### src/rtl/clkpre_pkg.sv
package clkpre_pkg;
  localparam int RELOAD_W   = 3;
  localparam int NUM_PERIPH = 5;

  typedef enum logic [0:0] {
    REG_RELOAD = 1'b0,
    REG_SPEED  = 1'b1
  } clkpre_reg_e;
endpackage

### src/rtl/clkpre_rst_sync.sv
module clkpre_rst_sync (
  input  logic clk,
  input  logic rst_n_in,
  output logic rst_n_out
);
  logic [1:0] sync_q;

  always_ff @(posedge clk or negedge rst_n_in) begin
    if (!rst_n_in) sync_q <= 2'b00;
    else           sync_q <= {sync_q[0], 1'b1};
  end

  assign rst_n_out = sync_q[1];
endmodule

### src/rtl/clkpre_tick_gen.sv
module clkpre_tick_gen #(
  parameter int RW = 3,
  parameter int CW = 4
) (
  input  logic          clk,
  input  logic          rst_n,
  input  logic [RW-1:0] reload,
  output logic          pre_tick,
  output logic [CW-1:0] cnt
);
  localparam int MAXR = (2 ** RW) - 1;

  logic [CW-1:0] cnt_q, cnt_d;

  assign pre_tick = (cnt_q == '0);
  assign cnt      = cnt_q;

  // the reload value is consulted only at terminal count
  always_comb begin
    if (!pre_tick)                cnt_d = cnt_q - 1'b1;
    else if (reload == RW'(MAXR)) cnt_d = '0;
    else                          cnt_d = CW'(2 * (MAXR - int'(reload)) - 1);
  end

  always_ff @(posedge clk or negedge rst_n) begin
    if (!rst_n) cnt_q <= '0;
    else        cnt_q <= cnt_d;
  end
endmodule

### src/rtl/clkpre_half_stage.sv
module clkpre_half_stage #(
  parameter int NP = 5
) (
  input  logic          clk,
  input  logic          rst_n,
  input  logic          pre_tick,
  input  logic          x2_req,
  input  logic [NP-1:0] fast_req,
  output logic          half_tick,
  output logic          x2_eff,
  output logic [NP-1:0] fast_eff
);
  logic          half_q, half_d;
  logic          x2_q, x2_d;
  logic [NP-1:0] fast_q, fast_d;

  assign half_tick = pre_tick & half_q;
  assign x2_eff    = x2_q;
  assign fast_eff  = fast_q;

  // mode bits move only on a divide-by-two boundary
  always_comb begin
    half_d = pre_tick ? ~half_q : half_q;
    x2_d   = half_tick ? x2_req : x2_q;
    fast_d = half_tick ? fast_req : fast_q;
  end

  always_ff @(posedge clk or negedge rst_n) begin
    if (!rst_n) begin
      half_q <= 1'b0;
      x2_q   <= 1'b0;
      fast_q <= '0;
    end else begin
      half_q <= half_d;
      x2_q   <= x2_d;
      fast_q <= fast_d;
    end
  end
endmodule

### src/rtl/clkpre_ce_mux.sv
module clkpre_ce_mux #(
  parameter int NP = 5
) (
  input  logic          pre_tick,
  input  logic          half_tick,
  input  logic          x2_eff,
  input  logic [NP-1:0] fast_eff,
  output logic          core_ce,
  output logic [NP-1:0] periph_ce
);
  assign core_ce = x2_eff ? pre_tick : half_tick;

  for (genvar g = 0; g < NP; g++) begin : g_periph
    assign periph_ce[g] = (x2_eff & fast_eff[g]) ? pre_tick : half_tick;
  end
endmodule

### src/rtl/cpu_clk_prescaler.sv
module cpu_clk_prescaler #(
  parameter int RELOAD_W   = clkpre_pkg::RELOAD_W,
  parameter int NUM_PERIPH = clkpre_pkg::NUM_PERIPH,
  localparam int CNT_W  = $clog2(2 * ((2 ** RELOAD_W) - 1)),
  localparam int DATA_W = (NUM_PERIPH + 1 > RELOAD_W) ? NUM_PERIPH + 1 : RELOAD_W
) (
  input  logic                  clk_osc,
  input  logic                  rst_n,
  input  logic                  wr_en,
  input  logic                  wr_addr,
  input  logic [DATA_W-1:0]     wr_data,
  output logic                  core_ce,
  output logic [NUM_PERIPH-1:0] periph_ce,
  output logic                  x2_active
);
  import clkpre_pkg::*;

  logic                  rst_int_n;
  logic [RELOAD_W-1:0]   reload_q, reload_d;
  logic                  x2_q, x2_d;
  logic [NUM_PERIPH-1:0] fast_q, fast_d;
  logic                  pre_tick, half_tick;
  logic [CNT_W-1:0]      tick_cnt;
  logic [NUM_PERIPH-1:0] fast_eff;

  clkpre_rst_sync u_rst (
    .clk       (clk_osc),
    .rst_n_in  (rst_n),
    .rst_n_out (rst_int_n)
  );

  always_comb begin
    reload_d = reload_q;
    x2_d     = x2_q;
    fast_d   = fast_q;
    if (wr_en) begin
      if (wr_addr == 1'(REG_RELOAD)) begin
        reload_d = wr_data[RELOAD_W-1:0];
      end else begin
        x2_d   = wr_data[0];
        fast_d = wr_data[NUM_PERIPH:1];
      end
    end
  end

  always_ff @(posedge clk_osc or negedge rst_int_n) begin
    if (!rst_int_n) begin
      reload_q <= '1;
      x2_q     <= 1'b0;
      fast_q   <= '0;
    end else begin
      reload_q <= reload_d;
      x2_q     <= x2_d;
      fast_q   <= fast_d;
    end
  end

  clkpre_tick_gen #(.RW(RELOAD_W), .CW(CNT_W)) u_tick (
    .clk      (clk_osc),
    .rst_n    (rst_int_n),
    .reload   (reload_q),
    .pre_tick (pre_tick),
    .cnt      (tick_cnt)
  );

  clkpre_half_stage #(.NP(NUM_PERIPH)) u_half (
    .clk       (clk_osc),
    .rst_n     (rst_int_n),
    .pre_tick  (pre_tick),
    .x2_req    (x2_q),
    .fast_req  (fast_q),
    .half_tick (half_tick),
    .x2_eff    (x2_active),
    .fast_eff  (fast_eff)
  );

  clkpre_ce_mux #(.NP(NUM_PERIPH)) u_mux (
    .pre_tick  (pre_tick),
    .half_tick (half_tick),
    .x2_eff    (x2_active),
    .fast_eff  (fast_eff),
    .core_ce   (core_ce),
    .periph_ce (periph_ce)
  );
endmodule

### config.mk
export PLATFORM = sky130hd
export DESIGN_NAME = cpu_clk_prescaler
export DESIGN_NICKNAME = d
export VERILOG_FILES = /design/src/rtl/clkpre_pkg.sv /design/src/rtl/clkpre_rst_sync.sv /design/src/rtl/clkpre_tick_gen.sv /design/src/rtl/clkpre_half_stage.sv /design/src/rtl/clkpre_ce_mux.sv /design/src/rtl/cpu_clk_prescaler.sv
export SDC_FILE = /design/constraint.sdc
export NUM_CORES = 1
export LEC_CHECK = 0
export ABC_AREA = 1
export BUFFER_PORTS_ARGS = -buffer_cell sky130_fd_sc_hd__buf_4
export CAP_MARGIN = 25
export CORE_ASPECT_RATIO = 0.7
export CORE_MARGIN = 2
export CORE_UTILIZATION = 53
export CTS_CLUSTER_SIZE = 25
export DETAILED_ROUTE_END_ITERATION = 6
export GPL_TIMING_DRIVEN = 0
export PLACE_DENSITY_LB_ADDON = 0.08
export SYNTH_ARGS = -nofsm -noshare
export SYNTH_HDL_FRONTEND = slang
export SYNTH_SLANG_ARGS = --single-unit
export TNS_END_PERCENT = 20
### constraint.sdc
create_clock -name clk_osc -period 1.3 [get_ports clk_osc]
set_clock_uncertainty 0.05 [all_clocks]
set_input_delay 0.065 -clock clk_osc [delete_from_list [all_inputs] [get_ports clk_osc]]
set_output_delay 0.065 -clock clk_osc [all_outputs]
set_load 0.005 [all_outputs]
==> metrics.txt, run 1 <==
outcome=finished with violations; failing checks=negative setup slack; layout cell share with drive strength beyond 1=0.305; clk_lat worst skew=0.31 ns; CTS tree=done; total CTS buffers=3; most area-consuming cells after synthesis=dfrtp_1 47%, nand2_1 16%, dfstp_2 7.8%; ys flop type=dfrtp_1; fin cells=176; R2R depth=7; FF-to-FF Start=u_tick.cnt[0]; detailed-placement wirelength estimate=1280 um; maximum level of the CTS H-tree=1; routed vias/inst=5.20; die height=40.5 um; Fin. Hold Viols=0; Die X=56.1 um; post-layout minimum cycle time=1.53 ns; Clock Tree Root=clkbuf_4; post-synthesis register bit count=22; Worst Hold Class=primary input to flop; Critical Path RT=1.19 ns; YS warnings=0; routed vias=915; Compound-Gate Fraction of Synth Area=0.0745; drt wl/cell=12.8 um; XOR/XNOR Fraction of Synth Area=0.0174; crit path capture=periph_ce[0]; Setup TNS=-1.26 ns; Yosys top cell area share=0.472; first-pass GRT wire length=3440 um; CTS Buffer Depth=2; crit-path max FO=7; initial core utilization=0.553; Reg-to-Reg End=u_tick.cnt[2]; Worst-Margin Slew=0.823 ns; pwr dens=2000 nW/um2; Power, Total=2920 uW; CP Class=flop to output port; leakage=0.000694 uW; DRC viols=0; final WL=2260 um; leading area contributor after synthesis=dfrtp_1; RD Place Congestion=0.724; Post-synth ARST share=1.00; slew margin rel.=0.451; Post-Syn Nets=127; reg2reg setup slack=-0.01 ns; vias in the first global route=819; synthesized area=1010 um2; period utilization=1.18; adder-cell area share of the yosys netlist=0.0124; Detail Route Antenna Nets=0; initial antenna violation count=0; critical path arrival=1.42 ns; drt first pass iters=4; Netlist cell types=19; Port Buffer Count=16; placed insts=154; Max-Cap Viols=0; grt ovf=0; Setup crit start=u_tick.cnt[2]; Ant. Diodes=0; Slew Viols, Final=0; EDFF count, synth=0; P&R area growth vs syn=44.7%; Critical Path Start Type=flop; setup slack after layout=-0.233 ns; sequential share of the synthesized area=0.550; Worst-path clk slew=0.13 ns; CP endpoint kind=output port; most frequent cells in the layout=42 x nand2_1, 20 x buf_4, 19 x dfrtp_1; # rows=13; combinational family with the most area after synthesis=simple AND/OR/NAND/NOR gates; simple-gate share of the synthesized area=0.292; Max VDD drop=1.45 mV; largest net degree at the start of global routing=21; Core ar.=1820 um2; WHS=0.0675 ns; Final setup viols=7; multiplexer share of the synthesized area=0; fmax=652 MHz; clock sink count=22; GRT Total Usage=0.211; Ports=17; # nets final=166; Die Area=2270 um2; initial DRC count=21; Post-Syn Instances=116; unrepaired setup endpoints after global routing=yes; Mean Syn Cell Area=8.68 um2; commonest non-fill, non-tap cell in the layout=nand2_1; Fillers=117
-- cell families after synthesis --
kind of cell / Yosys count
flops: 22
other cells: 1
compound gates: 15
fa+ha+maj: 1
xor+xnor: 2
simple gates: 63
buf+inv: 12
-- final cells by class --
type	count	area, um2	area share
buffer	2	22.5	0.0155
clock buffer	3	22.5	0.0155
clock inverter	1	30.0	0.0206
inverter	10	41.3	0.0283
multi-input combinational	82	465	0.319
sequential	22	554	0.380
tap	22	27.5	0.0189
timing repair buffer	34	294	0.202
-- registers in the layout, indices dropped and copies added (netlist names) --
register and count:
fast_q 5, u_half.fast_eff 5, u_tick.cnt 4, reload_q 3, u_rst.sync_q 2, u_half.half_q 1
u_half.x2_eff 1, x2_q 1
-- report_power, final --
| part | switching, uW | internal, uW |
|---|---|---|
| Sequential | 213 | 907 |
| Combinational | 697 | 580 |
| Clock | 213 | 311 |
-- what timing repair did --
item | in CTS | in global routing
endpoints found under the setup margin | 6 | 13
resized for setup | 13 | 8
gates cloned | 0 | 0
endpoints found under the hold margin | 11 | 2
hold buffers | 10 | 1
pin swaps | 3 | 1
buffers inserted | 7 | 0
-- worst min path at each step --
stage          startpoint               to  slack, ns  cells past startpoint
3_5_place_dp        rst_n  u_rst.sync_q[1]      -0.20                      1
3_3_place_gp        rst_n  u_rst.sync_q[0]      -0.20                      1
5_1_grt             wr_en      reload_q[0]       0.07                      3
4_1_cts             rst_n  u_rst.sync_q[0]      0.007                      2
6_report            wr_en      reload_q[0]       0.07                      4
2_1_floorplan       rst_n  u_rst.sync_q[0]      -0.28                      0
-- through the flow --
step	setup WS [ns]	util	instance area, um2
floorplan	0.144	-	1010
detailed placement	0.0154	0.634	1150
finish	-0.233	0.800	1460
global route	-0.283	0.800	1460
CTS	-0.191	0.775	1410
global placement	0.0318	0.634	1150
-- cell usage after synthesis (2+ instances only) --
library cell	number
o21ai_0	8
inv_1	10
a21oi_1	7
nor2_1	2
nand2_1	43
nand4_1	6
xor2_1	2
nand3_1	7
dfrtp_1	19
dfstp_2	3
-- metal layers --
metal / part of all wire / up-vias / GRT usage
met1: 0.46 / 435 / 0.241
li1: - / 451 / -
met3: 0.046 / 2 / 0.0677
met4: 0.0058 / 0 / 0.0714
met2: 0.49 / 27 / 0.391
met5: 0 / - / 0
-- critical path, cell delays in order, from the launching register on --
cell and delay, ns:
dfrtp_1 0.48, nor2_4 0.26, nand2_8 0.11, a21oi_2 0.13, buf_4 0.12
Note: power is estimated with default switching activity, not from simulation.
==> inputs of run 2 (changes only) <==
Settings changed: ABC_AREA 1 to not set, CORE_ASPECT_RATIO 0.7 to not set.
==> metrics.txt, run 2 <==
RD Place Congestion=0.710; setup slack after layout=-0.488 ns; grt ovf=0; EDFF count, synth=0; final WL=1830 um; vias in the first global route=665; Die X=47.0 um; largest net degree at the start of global routing=21; Mean Syn Cell Area=12.4 um2; reg2reg setup slack=-0.48 ns; fmax=559 MHz; YS warnings=0; Worst Hold Class=primary input to flop; total CTS buffers=3; CP Class=flop to output port; Placed Area=1130 um2; min-delay src=wr_addr; final instance area=1400 um2; Max VDD drop=1.15 mV; Setup crit start=u_tick.cnt[0]; post-layout minimum cycle time=1.79 ns; first-pass GRT wire length=2900 um; CTS Buffer Depth=2; Clock Tree Root=clkbuf_4; leakage=0.000635 uW; Critical Path Start Type=flop; Core ar.=1730 um2; R2R depth=6; Worst-Margin Slew=0.786 ns; synthesized area=978 um2; critical path arrival=1.67 ns; Reg-to-Reg End=u_half.fast_eff[0]; outcome=finished with violations; maximum level of the CTS H-tree=1; sequential share of the synthesized area=0.566; initial DRC count=4; most area-consuming cells after synthesis=dfrtp_1 49%, mux2_2 10%, mux2_4 9.2%; WHS=0.108 ns; Ant. Diodes=0; clk_lat worst skew=0.30 ns; # nets final=125; DRC viols=0; CTS tree=done; Ports=17; failing checks=negative setup slack; pwr dens=1760 nW/um2; FF-to-FF Start=u_tick.cnt[0]; # rows=15; leading area contributor after synthesis=dfrtp_1; Max-Cap Viols=0; crit path capture=periph_ce[2]; placed insts=120; Fin. Hold Viols=0; Die Area=2210 um2; routed vias/inst=5.09; ys flop type=dfrtp_1; post-synthesis register bit count=22; most frequent cells in the layout=19 x dfrtp_1, 14 x buf_4, 9 x mux2_2; detailed-placement wirelength estimate=1170 um; Yosys top cell area share=0.486; count leader, synth=dfrtp_1; Netlist cell types=24; Post-Syn Nets=90; Final setup viols=15; Critical Path RT=1.19 ns; clock sink count=22; P&R area growth vs syn=43.1%; period utilization=1.38; synth cell count leaders=19 x dfrtp_1, 11 x nor2_1, 9 x a21oi_1, 9 x mux2_2, 6 x mux2_4; die height=47.0 um; routed vias=703; Power, Total=2470 uW; Port Buffer Count=16; drt wl/cell=13.3 um; initial core utilization=0.567; layout cell share with drive strength beyond 1=0.513; Slew Viols, Final=0; Worst-path clk slew=0.12 ns; GRT Total Usage=0.191; drt first pass iters=4; crit-path max FO=7; CP endpoint kind=output port; initial antenna violation count=0; Detail Route Antenna Nets=0; commonest non-fill, non-tap cell in the layout=dfrtp_1; Post-Syn Instances=79; slew margin rel.=0.476; unrepaired setup endpoints after global routing=yes; Post-synth ARST share=1.00; fin cells=138
run 2: cell count changes after synthesis, sizes merged, moves of 2 or more:
cell and delta:
mux2 +15, nand2 -42, xor2 -2, nor2 +8, inv -6, nand3 -7, nand4 -6, a21oi +2
o21ai -7
run 2: area by class of cell:
class,instances,area (um2)
fill,110,327
sequential,22,554
inverter,4,15.0
timing repair buffer,30,275
multi-input combinational,51,464
tap,25,31.3
buffer,2,23.8
clock buffer,4,36.3
run 2: kinds of logic (layout without fill, tap and decap cells):
logic type / count (synthesis) / after routing / synth area share
AO/OA/AOI/OAI: 11 / 11 / 0.0601
adder cells (fa/ha/maj): 1 / 1 / 0.0128
XOR/XNOR: 1 / 1 / 0.00895
buffers and inverters: 6 / 40 / 0.0243
other: 1 / 1 / 0.00383
flip-flops: 22 / 22 / 0.567
multiplexers: 15 / 15 / 0.196
AND/OR/NAND/NOR: 22 / 22 / 0.128
run 2: critical path, cell delays in order, from the launching register on:
cell and delay (ns):
dfrtp_1 0.42, inv_2 0.07, ha_4 0.12, or3b_4 0.40, buf_12 0.16, nor2_4 0.10, buf_6 0.09
run 2: worst min path at each step:
| stage | endpoint | slack (ns) | depth (start not counted) |
|---|---|---|---|
| floorplan | u_rst.sync_q[0] | -0.28 | 0 |
| global placement | u_rst.sync_q[1] | -0.20 | 1 |
| detailed placement | u_rst.sync_q[1] | -0.20 | 1 |
| CTS | u_rst.sync_q[1] | 0.004 | 2 |
| global route | reload_q[1] | 0.1 | 3 |
| finish | reload_q[1] | 0.11 | 3 |
run 2: what timing repair did:
| item | 4_1_cts | 5_1_grt |
|---|---|---|
| buffers inserted | 5 | 1 |
| pin swaps | 5 | 7 |
| hold buffers | 7 | 1 |
| setup endpoints to repair | 16 | 17 |
| hold endpoints to repair | 11 | 2 |
| cloned | 0 | 0 |
| resized for setup | 15 | 16 |
run 2: where the power goes:
group	switching, uW	internal [uW]
sequential	183	912
combinational	444	559
clock	198	171
run 2: metal layers:
layer | vias up | GRT usage | wire length (um)
li1 | 337 | - | -
met1 | 349 | 0.252 | 789
met2 | 15 | 0.315 | 981
met3 | 2 | 0.0346 | 48
met4 | 0 | 0.0667 | 13
met5 | - | 0 | 0
run 2: per-stage QoR:
step,util,setup slack [ns],setup TNS [ns]
floorplan,-,-0.355,-3.61
global placement,0.656,-0.422,-5.19
detailed placement,0.656,-0.449,-5.66
CTS,0.764,-0.492,-6.39
global route,0.811,-0.552,-7.77
finish,0.811,-0.488,-6.81
==> inputs of run 3 (changes only) <==
Settings changed: CORE_MARGIN 2 to 3.
==> metrics.txt, run 3 (synthesized netlist as in run 2, its figures left out) <==
fmax=565 MHz; post-layout minimum cycle time=1.77 ns; Slew Viols, Final=0; Fin. Hold Viols=0; Final setup viols=16; pre-CTS setup slack=-0.441 ns; initial DRC count=8; Die X=49.0 um; Clock Tree Root=clkbuf_4; final WL=2010 um; outcome=finished with violations; maximum level of the CTS H-tree=1; CTS tree=done; DRC viols=0; Critical Path RT=1.45 ns; CP Class=flop to flop; crit-path max FO=6; routed vias/inst=5.13; Detail Route Antenna Nets=0; grt ovf=0; Worst Hold Class=primary input to flop; routed vias=708; initial core utilization=0.607; commonest non-fill, non-tap cell in the layout=dfrtp_1; die height=49.0 um; # rows=14; initial antenna violation count=0; Reg-to-Reg End=u_half.fast_eff[0]; clock sink count=22; Port Buffer Count=16; Hold Crit Endpoint=reload_q[1]; GRT Total Usage=0.184; hold depth=3; Power, Total=2460 uW; Worst-path clk slew=0.12 ns; final instance area=1390 um2; CP endpoint kind=flop; min-delay src=wr_addr; most frequent cells in the layout=19 x dfrtp_1, 17 x buf_4, 9 x mux2_2; detailed-placement wirelength estimate=1240 um; unrepaired setup endpoints after global routing=yes; P&R area growth vs syn=41.7%; Die Area=2400 um2; Ant. Diodes=0; drt wl/cell=14.6 um; total CTS buffers=3; drt first pass iters=4; largest net degree at the start of global routing=21; clk_lat worst skew=0.30 ns; slew margin rel.=0.472; pwr dens=1780 nW/um2; Max-Cap Viols=0; critical path arrival=1.91 ns; Ports=17; RD Place Congestion=0.671; vias in the first global route=751; Worst-Margin Slew=0.792 ns; leakage=0.000635 uW; failing checks=negative setup slack; Setup TNS=-6.70 ns; layout cell share with drive strength beyond 1=0.526; CTS Buffer Depth=2; setup slack after layout=-0.469 ns; WHS=0.110 ns; R2R depth=6; first-pass GRT wire length=3360 um; period utilization=1.36; reg2reg setup slack=-0.47 ns; Critical Path Start Type=flop; Placed Area=1130 um2; # nets final=126; Core ar.=1610 um2; FF-to-FF Start=u_tick.cnt[0]; Max VDD drop=1.16 mV
==> run 3: cell types whose count changed in the layout (fill, tap and decap cells not counted), sizes merged <==
| cell | before | now |
|---|---|---|
| buf | 23 | 24 |
==> run 3: worst max-delay path by stage <==
| stage | start | to | slack [ns] | cells past startpoint |
|---|---|---|---|---|
| 2_1_floorplan | u_tick.cnt[0] | u_half.fast_eff[0] | -0.35 | 5 |
| 3_3_place_gp | u_tick.cnt[0] | u_half.fast_eff[2] | -0.42 | 5 |
| 3_5_place_dp | u_tick.cnt[0] | u_half.fast_eff[3] | -0.44 | 5 |
| 4_1_cts | u_tick.cnt[1] | u_half.fast_eff[3] | -0.47 | 6 |
| 5_1_grt | u_tick.cnt[1] | periph_ce[1] | -0.55 | 6 |
| 6_report | u_tick.cnt[0] | u_half.fast_eff[0] | -0.47 | 6 |
==> run 3: power by group <==
part	internal (uW)	switching (uW)	leakage [uW]	total, uW
Sequential	912	189	0.000256	1100
Clock	171	199	0.0000210	369
Combinational	564	430	0.000358	994
Total	1650	818	0.000635	2460
==> run 3: cell type report <==
cell class              instances  area [um2]
multi-input cells              51         457
repair buffers                 31         275
flip-flops and latches         22         554
inverters                       4        15.0
clock buffers                   4        36.3
plain buffers                   2        18.8
well taps                      24        30.0
fillers                        90         225
==> run 3: critical path, cell delays in order (launching register included) <==
cell     delay, ns
dfrtp_1       0.41
inv_2         0.07
ha_4          0.12
or3b_4        0.40
buf_6         0.14
nor2_8        0.16
mux2_4        0.32
==> run 3: through the flow <==
step,std cells,utilization
final,138,0.860
after floorplan,79,-
after global routing,138,0.860
after detailed placement,119,0.702
after global placement,119,0.702
after CTS,136,0.828
==> run 3: per-layer routing <==
metal	share of wire	global-route usage	vias to the layer above
met5	0	0	-
met4	0.0070	0.0853	0
met3	0.028	0.0183	2
met2	0.55	0.339	12
met1	0.41	0.211	357
li1	-	-	337
==> run 3: repair_timing <==
item | CTS | global route
pin swaps | 10 | 3
hold buffers | 8 | 0
endpoints found under the hold margin | 11 | 0
endpoints found under the setup margin | 16 | 17
resized for setup | 17 | 9
buffers inserted | 5 | 2
